[config.mk]
export PLATFORM = sky130hd
export DESIGN_NAME = incr_reg_periph
export DESIGN_NICKNAME = d
export VERILOG_FILES = /design/src/rtl/incr_reg_pkg.sv /design/src/rtl/incr_reg_wr_port.sv /design/src/rtl/incr_reg_rd_port.sv /design/src/rtl/incr_reg_bank.sv /design/src/rtl/incr_reg_periph.sv
export SDC_FILE = /design/constraint.sdc
export NUM_CORES = 1
export LEC_CHECK = 0
export BUFFER_PORTS_ARGS = -buffer_cell sky130_fd_sc_hd__buf_2
export CELL_PAD_IN_SITES_DETAIL_PLACEMENT = 0
export CELL_PAD_IN_SITES_GLOBAL_PLACEMENT = 2
export CORE_MARGIN = 1.5
export CORE_UTILIZATION = 30
export DETAILED_ROUTE_END_ITERATION = 7
export GPL_TIMING_DRIVEN = 0
export PLACE_DENSITY = 0.73
export SETUP_SLACK_MARGIN = 0.02
export SLEW_MARGIN = 25
export SYNTH_ARGS = -nofsm -noshare
export SYNTH_HDL_FRONTEND = slang
export SYNTH_SLANG_ARGS = --single-unit
[constraint.sdc]
create_clock -name clk -period 1.4 [get_ports clk]
set_clock_uncertainty 0.15 [all_clocks]
set_input_delay 0.21 -clock clk [delete_from_list [all_inputs] [get_ports clk]]
set_output_delay 0.21 -clock clk [all_outputs]
set_load 0.1 [all_outputs]
[src/rtl/incr_reg_pkg.sv]
`timescale 1ns/1ps
package incr_reg_pkg;
  localparam int BYTE_W = 8;
  localparam logic [1:0] RESP_OKAY = 2'b00;
endpackage

[src/rtl/incr_reg_wr_port.sv]
`timescale 1ns/1ps
// Write-side handshake: address and data are taken together in one pulse.
module incr_reg_wr_port #(
  parameter int ADDR_W   = 4,
  parameter int IDX_W    = 2,
  parameter int BYTE_LSB = 2
) (
  input  logic              clk,
  input  logic              rst_n,
  input  logic [ADDR_W-1:0] awaddr,
  input  logic              awvalid,
  input  logic              wvalid,
  input  logic              bready,
  output logic              take_q,
  output logic              bvalid_q,
  output logic              wr_en,
  output logic [IDX_W-1:0]  wr_idx
);
  logic both_valid;

  assign both_valid = awvalid && wvalid;
  // The shift drops the byte-offset bits; the cast keeps the register index.
  assign wr_idx     = IDX_W'(awaddr >> BYTE_LSB);
  assign wr_en      = take_q && both_valid;

  always_ff @(posedge clk) begin
    if (!rst_n) begin
      take_q <= 1'b0;
    end else begin
      take_q <= !take_q && both_valid && !bvalid_q;
    end
  end

  always_ff @(posedge clk) begin
    if (!rst_n) begin
      bvalid_q <= 1'b0;
    end else if (wr_en && !bvalid_q) begin
      bvalid_q <= 1'b1;
    end else if (bvalid_q && bready) begin
      bvalid_q <= 1'b0;
    end
  end
endmodule

[src/rtl/incr_reg_rd_port.sv]
`timescale 1ns/1ps
// Read-side handshake: one-cycle address pulse, registered data held until taken.
module incr_reg_rd_port #(
  parameter int ADDR_W   = 4,
  parameter int DATA_W   = 32,
  parameter int IDX_W    = 2,
  parameter int BYTE_LSB = 2
) (
  input  logic              clk,
  input  logic              rst_n,
  input  logic [ADDR_W-1:0] araddr,
  input  logic              arvalid,
  input  logic              rready,
  input  logic [DATA_W-1:0] sel_data,
  output logic [IDX_W-1:0]  rd_idx,
  output logic              arready_q,
  output logic              rvalid_q,
  output logic [DATA_W-1:0] rdata_q
);
  logic rd_take;

  assign rd_idx  = IDX_W'(araddr >> BYTE_LSB);
  assign rd_take = arready_q && arvalid && !rvalid_q;

  always_ff @(posedge clk) begin
    if (!rst_n) begin
      arready_q <= 1'b0;
    end else begin
      arready_q <= !arready_q && arvalid && !rvalid_q;
    end
  end

  always_ff @(posedge clk) begin
    if (!rst_n) begin
      rvalid_q <= 1'b0;
      rdata_q  <= '0;
    end else if (rd_take) begin
      rvalid_q <= 1'b1;
      rdata_q  <= sel_data;
    end else if (rvalid_q && rready) begin
      rvalid_q <= 1'b0;
    end
  end
endmodule

[src/rtl/incr_reg_bank.sv]
`timescale 1ns/1ps
// Register storage with byte strobes; one register bumps its low lane on write.
module incr_reg_bank
  import incr_reg_pkg::*;
#(
  parameter int DATA_W   = 32,
  parameter int NREG     = 4,
  parameter int INCR_REG = 0,
  parameter int IDX_W    = 2
) (
  input  logic                     clk,
  input  logic                     rst_n,
  input  logic                     wr_en,
  input  logic [IDX_W-1:0]         wr_idx,
  input  logic [DATA_W-1:0]        wdata,
  input  logic [DATA_W/BYTE_W-1:0] wstrb,
  input  logic [IDX_W-1:0]         rd_idx,
  output logic [DATA_W-1:0]        rd_data
);
  localparam int LANES = DATA_W / BYTE_W;

  logic [NREG-1:0][DATA_W-1:0] words;

  for (genvar r = 0; r < NREG; r++) begin : g_reg
    logic [DATA_W-1:0] word_q;
    logic [DATA_W-1:0] wval;
    logic              hit;

    if (r == INCR_REG) begin : g_incr
      assign wval = {wdata[DATA_W-1:BYTE_W], wdata[BYTE_W-1:0] + BYTE_W'(1)};
    end else begin : g_plain
      assign wval = wdata;
    end

    assign hit = wr_en && (wr_idx == IDX_W'(r));

    always_ff @(posedge clk) begin
      if (!rst_n) begin
        word_q <= '0;
      end else if (hit) begin
        for (int b = 0; b < LANES; b++) begin
          if (wstrb[b]) word_q[b*BYTE_W +: BYTE_W] <= wval[b*BYTE_W +: BYTE_W];
        end
      end
    end

    assign words[r] = word_q;
  end

  assign rd_data = words[rd_idx];
endmodule

[src/rtl/incr_reg_periph.sv]
`timescale 1ns/1ps
module incr_reg_periph
  import incr_reg_pkg::*;
#(
  parameter int ADDR_W   = 4,
  parameter int DATA_W   = 32,
  parameter int NREG     = 4,
  parameter int INCR_REG = 0
) (
  input  logic                     clk,
  input  logic                     rst_n,
  input  logic [ADDR_W-1:0]        awaddr,
  input  logic                     awvalid,
  output logic                     awready,
  input  logic [DATA_W-1:0]        wdata,
  input  logic [DATA_W/BYTE_W-1:0] wstrb,
  input  logic                     wvalid,
  output logic                     wready,
  output logic [1:0]               bresp,
  output logic                     bvalid,
  input  logic                     bready,
  input  logic [ADDR_W-1:0]        araddr,
  input  logic                     arvalid,
  output logic                     arready,
  output logic [DATA_W-1:0]        rdata,
  output logic [1:0]               rresp,
  output logic                     rvalid,
  input  logic                     rready
);
  localparam int IDX_W    = (NREG > 1) ? $clog2(NREG) : 1;
  localparam int BYTE_LSB = $clog2(DATA_W / BYTE_W);

  logic              take_q;
  logic              wr_en;
  logic [IDX_W-1:0]  wr_idx;
  logic [IDX_W-1:0]  rd_idx;
  logic [DATA_W-1:0] sel_data;

  incr_reg_wr_port #(
    .ADDR_W(ADDR_W), .IDX_W(IDX_W), .BYTE_LSB(BYTE_LSB)
  ) u_wr (
    .clk(clk), .rst_n(rst_n), .awaddr(awaddr), .awvalid(awvalid),
    .wvalid(wvalid), .bready(bready), .take_q(take_q), .bvalid_q(bvalid),
    .wr_en(wr_en), .wr_idx(wr_idx)
  );

  incr_reg_bank #(
    .DATA_W(DATA_W), .NREG(NREG), .INCR_REG(INCR_REG), .IDX_W(IDX_W)
  ) u_bank (
    .clk(clk), .rst_n(rst_n), .wr_en(wr_en), .wr_idx(wr_idx),
    .wdata(wdata), .wstrb(wstrb), .rd_idx(rd_idx), .rd_data(sel_data)
  );

  incr_reg_rd_port #(
    .ADDR_W(ADDR_W), .DATA_W(DATA_W), .IDX_W(IDX_W), .BYTE_LSB(BYTE_LSB)
  ) u_rd (
    .clk(clk), .rst_n(rst_n), .araddr(araddr), .arvalid(arvalid),
    .rready(rready), .sel_data(sel_data), .rd_idx(rd_idx),
    .arready_q(arready), .rvalid_q(rvalid), .rdata_q(rdata)
  );

  assign awready = take_q;
  assign wready  = take_q;
  assign bresp   = RESP_OKAY;
  assign rresp   = RESP_OKAY;
endmodule

Word level (Yosys, flattened, before mapping)
Index checks and enable logic that the tools add are counted.
{"block": "word_totals", "reg_bits": 164, "input_bits": 51, "output_inout_bits": 41, "elab_cells": 70}
{"block": "op_classes", "add_sub_neg": 1, "n_lt_le_gt_ge": 1, "eq_ne": 3, "n_mux": 6, "reduce_logical": 38}
{"operator": "32-bit binary-select mux with 2-bit select", "n": 1}
{"operator": "32-bit two-way mux", "n": 1}
{"operator": "2-bit AND reduction", "n": 16}
{"operator": "1-bit logical AND", "n": 15}
{"operator": "8-bit by 1-bit adder with 8-bit output, second input constant", "n": 1}
{"operator": "2-bit equality test, second input constant", "n": 2}
{"operator": "1-bit logical NOT", "n": 4}
{"operator": "1-bit two-way mux", "n": 4}
{"operator": "2-bit nonzero test", "n": 2}
{"operator": "2-bit by 3-bit < comparator with 1-bit output, second input constant", "n": 1}
{"operator": "2-bit by 1-bit equality test with 1-bit output, second input constant", "n": 1}
{"operator": "2-bit logical NOT", "n": 1}

Longest topological paths before layout
Gate-level depths: netlist of the first run.
{"block": "logic_depth", "word_depth": 4, "depth_mapped": 5, "ltp_nobuf": 4}

Cells and area by module
From an unflattened synthesis of the first run, not the netlist that was laid out.
{"block": "unflattened", "cells_unflattened": 768, "hier_area_um2": 7509.7}
{"mod": "incr_reg_bank", "n_inst": 1, "cells_per_inst": 605, "area_per_inst_um2": 5974.5, "seq_area_each_um2": 2562.5}
{"mod": "incr_reg_rd_port", "n_inst": 1, "cells_per_inst": 147, "area_per_inst_um2": 1397.6, "seq_area_each_um2": 680.7}
{"mod": "incr_reg_wr_port", "n_inst": 1, "cells_per_inst": 10, "area_per_inst_um2": 96.3, "seq_area_each_um2": 40.0}
{"mod": "incr_reg_periph", "n_inst": 1, "cells_per_inst": 6, "area_per_inst_um2": 41.3, "seq_area_each_um2": 0.0}

Least setup slack after synthesis of the first run
Ideal clock, no wire load.
{"block": "synth_timing", "path_type": "reg-to-reg", "start": "register u_wr.take_q", "end": "register u_bank.g_reg[3].word_q[24]", "setup_time_ps": 72, "t_arrival_ps": 2018, "required_ps": 1178, "path_slack_ps": -840, "stages_incl_launch_ff": 5, "n_path_buf": 1, "synth_period_minus_slack_ps": 2240, "cell_sequence": "dfxtp_1 > buf_2 > nand3_1 > nor2_2 > mux2i_1"}
{"block": "synth_between", "elab_chain_len": 3}
{"element": "from (decl)", "line": "incr_reg_wr_port.sv:14", "rtl": "output logic take_q,"}
{"element": "from (signal assigned)", "line": "incr_reg_wr_port.sv:30", "rtl": "take_q <= !take_q && both_valid && !bvalid_q;"}
{"element": "1-bit logical AND", "line": "incr_reg_wr_port.sv:24", "rtl": "assign wr_en = take_q && both_valid;"}
{"element": "1-bit logical AND", "line": "incr_reg_bank.sv:35", "rtl": "assign hit = wr_en && (wr_idx == IDX_W'(r));"}
{"element": "2-bit AND reduction (no source line)"}
{"element": "to (signal, indexed assignment)", "line": "incr_reg_bank.sv:42", "rtl": "if (wstrb[b]) word_q[b*BYTE_W +: BYTE_W] <= wval[b*BYTE_W +: BYTE_W];"}
{"element": "to (decl)", "line": "incr_reg_bank.sv:25", "rtl": "logic [DATA_W-1:0] word_q;"}
No other way between the ends.
A chain may end at the register's enable or synchronous reset.

Worst setup path in the final report of the first run
{"block": "layout_timing", "start": "input port arvalid", "end": "register u_rd.rdata_q[5]"}
{"block": "layout_between", "elab_chain_len": 2}
{"element": "from (decl)", "line": "incr_reg_periph.sv:23", "rtl": "input logic arvalid,"}
{"element": "1-bit logical AND (2 in series)", "line": "incr_reg_rd_port.sv:23", "rtl": "assign rd_take = arready_q && arvalid && !rvalid_q;"}
{"element": "to (signal assigned)", "line": "incr_reg_rd_port.sv:39", "rtl": "rdata_q <= sel_data;"}
{"element": "to (decl)", "line": "incr_reg_rd_port.sv:18", "rtl": "output logic [DATA_W-1:0] rdata_q"}
No other way between the ends.

==> results of run 1 <==
-- per-stage QoR --
step	util [%]	TNS (ns)	worst slack, ns
final	44.7	-5.03	-0.106
after detailed placement	35.0	-56.14	-0.569
after floorplan	-	-22.55	-0.185
after global routing	44.7	-9.86	-0.139
after CTS	43.3	-5.56	-0.0914
after global placement	35.0	-50.69	-0.544
-- worst min path at each step --
stage                                     from                                 endpoint  slack (ns)  cells past startpoint
floorplan                               wvalid                   u_wr.take_q$_SDFF_PN0_        0.17                      2
global placement    u_wr.bvalid_q$_SDFFE_PN0P_                   u_wr.take_q$_SDFF_PN0_        0.25                      1
detailed placement  u_wr.bvalid_q$_SDFFE_PN0P_                   u_wr.take_q$_SDFF_PN0_        0.26                      1
CTS                                    arvalid                u_rd.arready_q$_SDFF_PN0_       -0.09                      2
global route                         wdata[16]  u_bank.g_reg[0].word_q[16]$_SDFFE_PN0P_        0.01                      3
finish                               wdata[16]  u_bank.g_reg[3].word_q[16]$_SDFFE_PN0P_      0.0002                      3
-- layout by cell type (no fill, tap or decap), drive strengths merged --
cell type | netlist | layout
nand2b | 1 | 1
xor2 | 2 | 2
dlygate4sd3 | 0 | 30
mux2i | 120 | 120
or3 | 4 | 4
dfxtp | 164 | 164
mux2 | 1 | 1
a211oi | 3 | 3
nor2 | 16 | 16
nor4b | 1 | 1
conb | 1 | 4
inv | 2 | 3
a21oi | 9 | 9
bufinv | 0 | 5
nand3 | 11 | 11
nand4 | 2 | 2
a311oi | 3 | 3
ha | 1 | 1
nand2 | 154 | 154
buf | 30 | 144
xnor2 | 1 | 1
mux4 | 32 | 32
clkbuf | 13 | 34
o21ai | 5 | 5
clkinv | 0 | 4
nor4 | 1 | 1
and3b | 2 | 2
and4b | 1 | 1
a22o | 32 | 32
and2 | 1 | 1
nand3b | 6 | 6
-- kinds of logic (layout without fill, tap and decap cells) --
family / count (synthesis) / in the layout / synth area share [%]
other cells: 1 / 4 / 0.0550
xor+xnor: 3 / 3 / 0.386
flops: 164 / 164 / 48.2
compound gates: 52 / 52 / 5.86
buf+inv: 45 / 220 / 4.08
simple gates: 200 / 200 / 12.9
fa+ha+maj: 1 / 1 / 0.184
mux: 153 / 153 / 28.4
-- registers in the layout, summed over array words and instances, names as in the netlist --
| register | cells |
|---|---|
| u_wr.take_q | 1 |
| u_wr.bvalid_q | 1 |
| u_rd.rdata_q | 32 |
| u_rd.arready_q | 1 |
| u_rd.rvalid_q | 1 |
| u_bank.g.word_q | 128 |
-- report_power, final --
part	switching, mW	leakage [nW]	internal [mW]
clock	1.86	0.310	3.19
combinational	0.519	1.95	0.337
sequential	0.0109	1.34	4.67
-- worst max-delay path, stage by stage --
cell,delay (ns)
buf_2,0.11
dlygate4sd3_1,0.56
nand3b_1,0.13
and2_4,0.36
clkbuf_16,0.22
a22o_1,0.13
-- final cells by class --
cell class	count	area (um2)	share of cell area, %
buffer	42	403	4.09
clock buffer	20	447	4.54
clock inverter	10	180	1.83
inverter	2	7.51	0.0762
multi-input combinational	413	3390	34.4
sequential	164	3340	33.9
tap	280	350	3.56
timing repair buffer	146	1730	17.6
-- routing by layer --
layer  vias up  part of all wire, %  global-route usage, %
met3        21                  4.0                   3.49
met1      2662                   46                   24.1
li1       2532                    -                      -
met4         0                  1.1                   3.84
met2       130                   48                   30.5
met5         -                    0                      0
-- repair_timing --
item,CTS,global route
hold buffers,29,1
gates cloned,1,3
pin swaps,15,38
resized for setup,150,74
buffers inserted,27,4
endpoints found under the hold margin,83,2
setup endpoints to repair,188,181
==> flow_metrics.tcl, run 1 <==
set metrics [dict create \
    outcome "finished, violations left" \
    failed_checks "negative setup slack" \
    ys_warn_count 0 \
    cts_buffer_depth 2 \
    cts.clk_slew.worst_paths_ns 0.06 \
    placedInstanceArea_um2 7720 \
    worstPathArrival_ns 1.72 \
    routedWlPerCell_um 19.6 \
    worst_slew_pin_slew_ns 0.791 \
    wirelength_um 21100 \
    worst-r2r-cell-count 5 \
    post-synth-top-area-fraction_pct 48.2 \
    critical_path.endpoint_type "flip-flop" \
    layout_worst_path_cycle_share_pct 108 \
    synth_area_um2 6810 \
    hold_class "input port to flip-flop" \
    cts_htree_levels 4 \
    ir_worst_vdd_uv 748 \
    synth_edf_count 0 \
    gr-total-overflow 0 \
    worst_slack_ns -0.106 \
    setup_violations 102 \
    rr_startpoint "u_wr.take_q$_SDFF_PN0_" \
    grt_first_pass_wirelength_um 32200 \
    timing.rr.end "u_bank.g_reg[0].word_q[17]$_SDFFE_PN0P_" \
    endpoint "u_rd.rdata_q[5]$_SDFFE_PN0P_" \
    synthToLayoutAreaGrowth_pct 44.5 \
    timing.max_cap.violations 0 \
    drive_above_1_share_pct 34.5 \
    numPlacedInstances 983 \
    drt_iter0_markers 275 \
    floorplan.die.width_um 154 \
    ys_seq_elements 164 \
    row_count 54 \
    clk_root_buffer_cell "clkbuf_16" \
    core_area_um2 22000 \
    die_y_um 154 \
    timing.critical_path.from "arvalid" \
    hold_viol 0 \
    synth.yosys.seq_area_share_pct 48.2 \
    cts_tree "built" \
    power_per_cell_area_nw_per_um2 1080 \
    ant_diodes 0 \
    synth_ff_type "dfxtp_1" \
    pin_count_of_the_biggest_net_entering_global_routing 17 \
    timing.setup.critical_path_class "input port to flip-flop" \
    start_util_pct 30.9 \
    fmax_mhz 664 \
    post_synth_inst_count 619 \
    ys_top_cells_by_count "dfxtp_1 (164), nand2_1 (154), mux2i_1 (120)" \
    drv_slew 0 \
    grt_antenna_before_repair 0 \
    timing.critical_path.fanout_max 8 \
    max-slew-margin-rel_pct 47.3 \
    post_route_drc_violation_count 0 \
    post_synth_num_cell_types 36 \
    cts_bufs_inserted 17 \
    design.portCount 92 \
    finalCriticalPeriod_ns 1.51 \
    num_vias 5345 \
    fin_nets 838 \
    synth_area_per_cell_um2 11.0 \
    drt-vias-per-instance 4.96 \
    detailed_place_hpwl_um 13800 \
    grt_setup_unrepaired "yes" \
    worst-endpoint-required_ns 1.61 \
    globalplace.congestion 0.784 \
    postLayoutCellArea_um2 9850 \
    yosysMostFrequentCell "dfxtp_1" \
    firstDrtPassIters 5 \
    static_leakage_nw 3.60 \
    instances_no_fill 1077 \
    first_global_vias 5525 \
    synth_top_cell_by_area "dfxtp_1" \
    fp.dieArea_um2 23600 \
    total_power_mw 10.6 \
    grt_use_total_pct 18.1 \
    buffer_ports.inserted 81 \
    route.antenna.remaining_nets 0 \
    synth_async_sr_flop_share_pct 0 \
    nFillCells 2055 \
    critPathLaunchType "input port" \
    fin_hold_ws_ns 0.000209 \
    r2r_setup_slack_ns -0.09 \
    insertion_delay_ns 0.42 \
    clock-sinks 164 \
    dominant_cells_by_area_after_synthesis "dfxtp_1 (48%), mux2i_1 (18%), mux4_2 (11%)" \
]
Note: power is estimated with default switching activity, not from simulation.
==> run 2: changes to the inputs <==
- HOLD_SLACK_MARGIN: unset -> 0.03
- PLACE_DENSITY: 0.73 -> 0.71
- clock period: 1.4 -> 1.8 ns (I/O delays scaled with it)
==> run 2 against run 1 <==
Compared with the run above: the flow still finishes with violations (negative setup slack); sequential power down 22%; core utilization down 6.3 points; critical path type is now flip-flop to flip-flop; clock power down 24%; via count down 4.1%; critical endpoint is now u_bank.g_reg[3].word_q[27]$_SDFFE_PN0P_; combinational power down 37%; sequential cell count unchanged; first-iteration DRC count up 9.1%; non-clock buffer count down 45.
==> flow_metrics.tcl, run 2 (same netlist as run 1, synthesis figures left out) <==
set metrics [dict create \
    rr_startpoint "u_wr.take_q$_SDFF_PN0_" \
    dr_wl_met3_um 941 \
    power.share.combinational_pct 6.7 \
    ant_diodes 0 \
    cts_tree "built" \
    cts_htree_levels 4 \
    drive_above_1_share_pct 25.9 \
    clock_network_fraction_of_design_power_pct 48.0 \
    maxUsedRoutingLayer "met4" \
    firstDrtPassIters 5 \
    drt_iter0_markers 300 \
    first_global_vias 5359 \
    design.portCount 92 \
    holdCritStartpoint "wdata[26]" \
    routedWlPerCell_um 19.3 \
    p_int_mw 6.23 \
    timing.setup.critical_path_class "flip-flop to flip-flop" \
    hold_class "input port to flip-flop" \
    grt_first_pass_wirelength_um 31000 \
    worst_slack_ns -0.107 \
    clk_root_buffer_cell "clkbuf_16" \
    timing.critical_path.from "u_wr.take_q$_SDFF_PN0_" \
    nFillCells 2196 \
    timing.setup.tns_ns -1.54 \
    route.met2.wl_um 9290 \
    worst-endpoint-required_ns 1.99 \
    post-route-util_pct 38.4 \
    postLayoutCellArea_um2 8460 \
    multiInputGateArea_um2 3300 \
    buffer_ports.inserted 81 \
    ff_latch_area_um2 3290 \
    most-common-layout-cells "dfxtp_1 (161), nand2_1 (154), mux2i_1 (120), buf_2 (90)" \
    grt_setup_unrepaired "yes" \
    worstPathArrival_ns 2.10 \
    cts_buffer_depth 2 \
    most_common_cell_after_layout_fill_and_taps_aside "dfxtp_1" \
    failed_checks "negative setup slack" \
    critPathLaunchType "flip-flop" \
    fin_hold_ws_ns 0.0501 \
    timing.max_cap.violations 0 \
    instances_no_fill 1033 \
    biggestRegsByFlops "u_bank.g.word_q x128, u_rd.rdata_q x32" \
    drt-vias-per-instance 4.96 \
    gr-total-overflow 0 \
    pin_count_of_the_biggest_net_entering_global_routing 17 \
    placedInstanceArea_um2 7590 \
    numPlacedInstances 983 \
    wirelength_um 19900 \
    critical_path.endpoint_type "flip-flop" \
    start_util_pct 30.9 \
    power.sequential.fraction_pct 45.3 \
    fp.dieArea_um2 23600 \
    layout_worst_path_cycle_share_pct 106 \
    insertion_delay_ns 0.42 \
    drv_slew 0 \
    die_y_um 154 \
    timing.critical_path.fanout_max 10 \
    core_area_um2 22000 \
    worst_slew_pin_slew_ns 0.818 \
    post_route_drc_violation_count 0 \
    detailed_place_hpwl_um 13800 \
    grt_antenna_before_repair 0 \
    p_sw_share_pct 22.6 \
    power_per_cell_area_nw_per_um2 951 \
    floorplan.die.width_um 154 \
    p_switching_mw 1.82 \
    fmax_mhz 524 \
    setup_violations 40 \
    outcome "finished, violations left" \
    cts_bufs_inserted 17 \
    largest_reg_by_ff_count "u_bank.g.word_q" \
    clock-sinks 164 \
    globalplace.congestion 0.784 \
    wl_met1_um 9410 \
    max-slew-margin-rel_pct 45.4 \
    static_leakage_nw 3.14 \
    num_vias 5128 \
    grt_use_total_pct 17.5 \
    row_count 54 \
    cts.clk_slew.worst_paths_ns 0.06 \
    synthToLayoutAreaGrowth_pct 24.2 \
    fin_nets 793 \
    hold_viol 0 \
    ir_worst_vdd_uv 499 \
    route.antenna.remaining_nets 0 \
    finalCriticalPeriod_ns 1.91 \
    max_reg_flops 128 \
]
[run 2: cell count changes in the layout (fill, tap and decap cells not counted), moves of 12 or more]
cell	previous run	this run
dfxtp_1	128	161
dfxtp_2	33	2
buf_12	52	1
buf_4	21	7
buf_2	51	90
dlygate4sd3_1	30	18
[run 2: critical path: stages (launching register included)]
cell and delay, ns:
dfxtp_4 0.36, buf_2 0.24, nand3_1 0.17, nor2_2 0.62, mux2i_1 0.29
[run 2: layout make-up]
cell class              instances  area share (%)
plain buffers                  43            3.34
well taps                     280            4.14
clock inverters                 9            1.79
multi-input cells             413            39.0
repair buffers                100            7.16
inverters                       2          0.0887
flip-flops and latches        164            38.9
clock buffers                  22            5.60
[run 2: what timing repair did]
action                                  4_1_cts  5_1_grt
hold buffers                                 18        0
pin swaps                                     0        2
endpoints found under the hold margin        32        0
cloned                                        0        0
resized for setup                             8        7
endpoints found under the setup margin      122       70
buffers inserted                              0        1
[run 2: routing by layer]
| layer | vias to the layer above | global-route usage [%] |
|---|---|---|
| li1 | 2437 | - |
| met1 | 2539 | 23.6 |
| met2 | 139 | 28.3 |
| met3 | 13 | 3.72 |
| met4 | 0 | 5.04 |
| met5 | - | 0 |
[run 2: path summary, 6_finish.rpt]
kind,depth (start not counted),endpoint,slack [ns]
max,4,u_bank.g_reg[3].word_q[27]$_SDFFE_PN0P_,-0.11
max reg2reg,4,u_bank.g_reg[3].word_q[27]$_SDFFE_PN0P_,-0.11
min reg2reg,1,u_rd.arready_q$_SDFF_PN0_,0.29
min,3,u_bank.g_reg[2].word_q[26]$_SDFFE_PN0P_,0.05
[run 2: power groups by stage]
| stage | clock (mW) | sequential [mW] | combinational (mW) |
|---|---|---|---|
| floorplan | 0 | 3.75 | 0.283 |
| global placement | 0 | 3.73 | 0.504 |
| detailed placement | 0 | 3.73 | 0.509 |
| CTS | 3.97 | 3.64 | 0.541 |
| global route | 4.11 | 3.64 | 0.579 |
| finish | 3.86 | 3.64 | 0.541 |
[run 2: per-stage QoR]
| stage | setup WS [ns] | total power, mW |
|---|---|---|
| 2_1_floorplan | 0.0672 | 4.03 |
| 3_3_place_gp | -0.164 | 4.23 |
| 3_5_place_dp | -0.167 | 4.23 |
| 4_1_cts | -0.0977 | 8.16 |
| 5_1_grt | -0.174 | 8.33 |
| 6_report | -0.107 | 8.05 |
==> run 3: changes to the inputs <==
- ABC_AREA: unset -> 1
- PLACE_DENSITY: 0.71 -> unset
- PLACE_DENSITY_LB_ADDON: unset -> 0.3
==> run 3 against run 2 <==
Compared with the run above: the flow now finishes without violations; maximum frequency rose by 8.8%; cell count rose by 44%; sequential power rose by 2%; synthesized area rose by 8.5%; critical endpoint is now wready; largest power group is now sequential cells.
==> flow_metrics.tcl, run 3 <==
set metrics [dict create \
    critPathLaunchType "flip-flop" \
    route.antenna.remaining_nets 0 \
    finalCriticalPeriod_ns 1.75 \
    p_switching_mw 2.30 \
    max_reg_flops 128 \
    worstPathArrival_ns 1.33 \
    insertion_delay_ns 0.43 \
    layout_worst_path_cycle_share_pct 97.4 \
    critical_path.endpoint_type "output pin" \
    most-common-layout-cells "nand2_1 (215), inv_1 (164), dfxtp_1 (161), a21oi_1 (158), o21ai_0 (127)" \
    ir_worst_vdd_uv 531 \
    postLayoutCellArea_um2 9210 \
    fin_nets 1201 \
    firstDrtPassIters 5 \
    gr-total-overflow 0 \
    fmax_mhz 570 \
    power.share.combinational_pct 12.3 \
    cts_tree "built" \
    synth_top_cell_by_area "dfxtp_1" \
    timing.critical_path.fanout_max 5 \
    synth_area_um2 7390 \
    nFillCells 2644 \
    worst_hold_path.num_cells 3 \
    fp.dieArea_um2 25600 \
    ys_top_cells_by_count "nand2_1 (215), dfxtp_1 (164), inv_1 (164)" \
    row_count 57 \
    drv_slew 0 \
    grt_use_total_pct 18.7 \
    power.sequential.fraction_pct 44.6 \
    rr_startpoint "u_rd.rvalid_q$_SDFFE_PN0P_" \
    wirelength_um 23400 \
    post_synth_inst_count 1008 \
    most_common_cell_after_layout_fill_and_taps_aside "nand2_1" \
    worst-endpoint-required_ns 1.38 \
    r2r_setup_slack_ns 0.26 \
    grt_antenna_before_repair 0 \
    cts_bufs_inserted 17 \
    cts.clk_slew.worst_paths_ns 0.06 \
    fin_hold_ws_ns 0.0555 \
    dominant_cells_by_area_after_synthesis "dfxtp_1 (44%), nand2_1 (11%), a21oi_1 (11%)" \
    synth_ff_type "dfxtp_1" \
    buffer_ports.inserted 80 \
    cts_htree_levels 4 \
    placedInstanceArea_um2 8210 \
    die_y_um 160 \
    first_global_vias 6278 \
    grt_first_pass_wirelength_um 36500 \
    ys_warn_count 0 \
    core_area_um2 24200 \
    design.portCount 92 \
    yosysMostFrequentCell "nand2_1" \
    grt_setup_unrepaired "yes" \
    setup_violations 0 \
    post-route-util_pct 38.0 \
    synthToLayoutAreaGrowth_pct 24.6 \
    pin_count_of_the_biggest_net_entering_global_routing 17 \
    num_vias 6718 \
    timing.rr.end "u_rd.rdata_q[10]$_SDFFE_PN0P_" \
    post_route_drc_violation_count 0 \
    routedWlPerCell_um 15.8 \
    synth.yosys.seq_area_share_pct 44.4 \
    floorplan.die.width_um 160 \
    holdCritStartpoint "awvalid" \
    p_int_mw 6.00 \
    outcome "complete, no violations" \
    static_leakage_nw 3.79 \
    worst_slew_pin_slew_ns 0.795 \
    timing.max_cap.violations 0 \
    post_synth_num_cell_types 32 \
    clk_root_buffer_cell "clkbuf_16" \
    timing.setup.critical_path_class "flip-flop to output pin" \
    synth_area_per_cell_um2 7.33 \
    ys_seq_elements 164 \
    dpl_worst_slack_ns -0.173 \
    worst_slack_ns 0.0469 \
    post-synth-top-area-fraction_pct 44.4 \
    synth_edf_count 0 \
    power_per_cell_area_nw_per_um2 901 \
    cts_buffer_depth 2 \
    p_sw_share_pct 27.8 \
    drt_iter0_markers 404 \
    hold_class "input port to flip-flop" \
    largest_reg_by_ff_count "u_bank.g.word_q" \
    ant_diodes 0 \
    drive_above_1_share_pct 15.3 \
    detailed_place_hpwl_um 17000 \
    globalplace.congestion 0.775 \
    worst-r2r-cell-count 5 \
    drt-vias-per-instance 4.53 \
    total_power_mw 8.30 \
    hold_viol 0 \
    start_util_pct 30.5 \
    clock-sinks 164 \
    biggestRegsByFlops "u_bank.g.word_q x128, u_rd.rdata_q x32" \
    max-slew-margin-rel_pct 47.0 \
    synth_async_sr_flop_share_pct 0 \
    clock_network_fraction_of_design_power_pct 43.2 \
    min_to "u_wr.take_q$_SDFF_PN0_" \
]
-- run 3: final cells by class --
class	count	area, um2	share of cell area [%]
buffer	63	373	4.05
clock buffer	22	495	5.38
clock inverter	8	75.1	0.815
inverter	173	673	7.31
multi-input combinational	611	3100	33.6
sequential	164	3290	35.7
tap	324	405	4.40
timing repair buffer	119	803	8.72
-- run 3: repair_timing --
action / in CTS / in global routing
endpoints found under the setup margin: 18 / 30
hold buffers: 36 / 0
gates cloned: 0 / 1
pin swaps: 0 / 1
buffers inserted: 0 / 2
endpoints found under the hold margin: 56 / 0
resized for setup: 3 / 10
-- run 3: power by group through the flow --
| stage | clock network, mW | registers (mW) | logic, mW |
|---|---|---|---|
| global placement | 0 | 3.78 | 0.963 |
| finish | 3.58 | 3.70 | 1.02 |
| floorplan | 0 | 4.07 | 0.362 |
| CTS | 3.66 | 3.70 | 1.02 |
| global route | 3.83 | 3.71 | 1.10 |
| detailed placement | 0 | 3.78 | 0.961 |
-- run 3: logic make-up (layout without fill, tap and decap cells) --
| group | after synthesis | count (layout) | synth area share, % |
|---|---|---|---|
| flops | 164 | 164 | 44.4 |
| other cells | 1 | 4 | 0.0507 |
| buf+inv | 236 | 385 | 13.9 |
| compound gates | 347 | 347 | 24.6 |
| simple gates | 256 | 256 | 16.5 |
| xor+xnor | 3 | 3 | 0.356 |
| fa+ha+maj | 1 | 1 | 0.169 |
-- run 3: metrics by stage --
step	setup TNS, ns	std cells
2_1_floorplan	0	1011
3_3_place_gp	-3.53	1415
3_5_place_dp	-4.32	1415
4_1_cts	0	1481
5_1_grt	0	1484
6_report	0	1484
-- run 3: worst max path at each step --
stage | startpoint | endpoint
global route | wvalid | u_bank.g_reg[0].word_q[13]$_SDFFE_PN0P_
detailed placement | arvalid | u_rd.rdata_q[10]$_SDFFE_PN0P_
floorplan | u_rd.rvalid_q$_SDFFE_PN0P_ | u_rd.rdata_q[15]$_SDFFE_PN0P_
global placement | arvalid | u_rd.rdata_q[11]$_SDFFE_PN0P_
finish | u_wr.take_q$_SDFF_PN0_ | wready
CTS | u_wr.take_q$_SDFF_PN0_ | wready
-- run 3: layer usage --
metal / wire length, um / track usage, %
met1: 11700 / 26.3
met2: 10800 / 30.2
met3: 737 / 2.70
met4: 191 / 4.59
met5: 0 / 0
-- run 3: worst max-delay path, stage by stage (launching register included) --
cell,delay (ns)
dfxtp_4,0.39
buf_4,0.11
buf_2,0.41
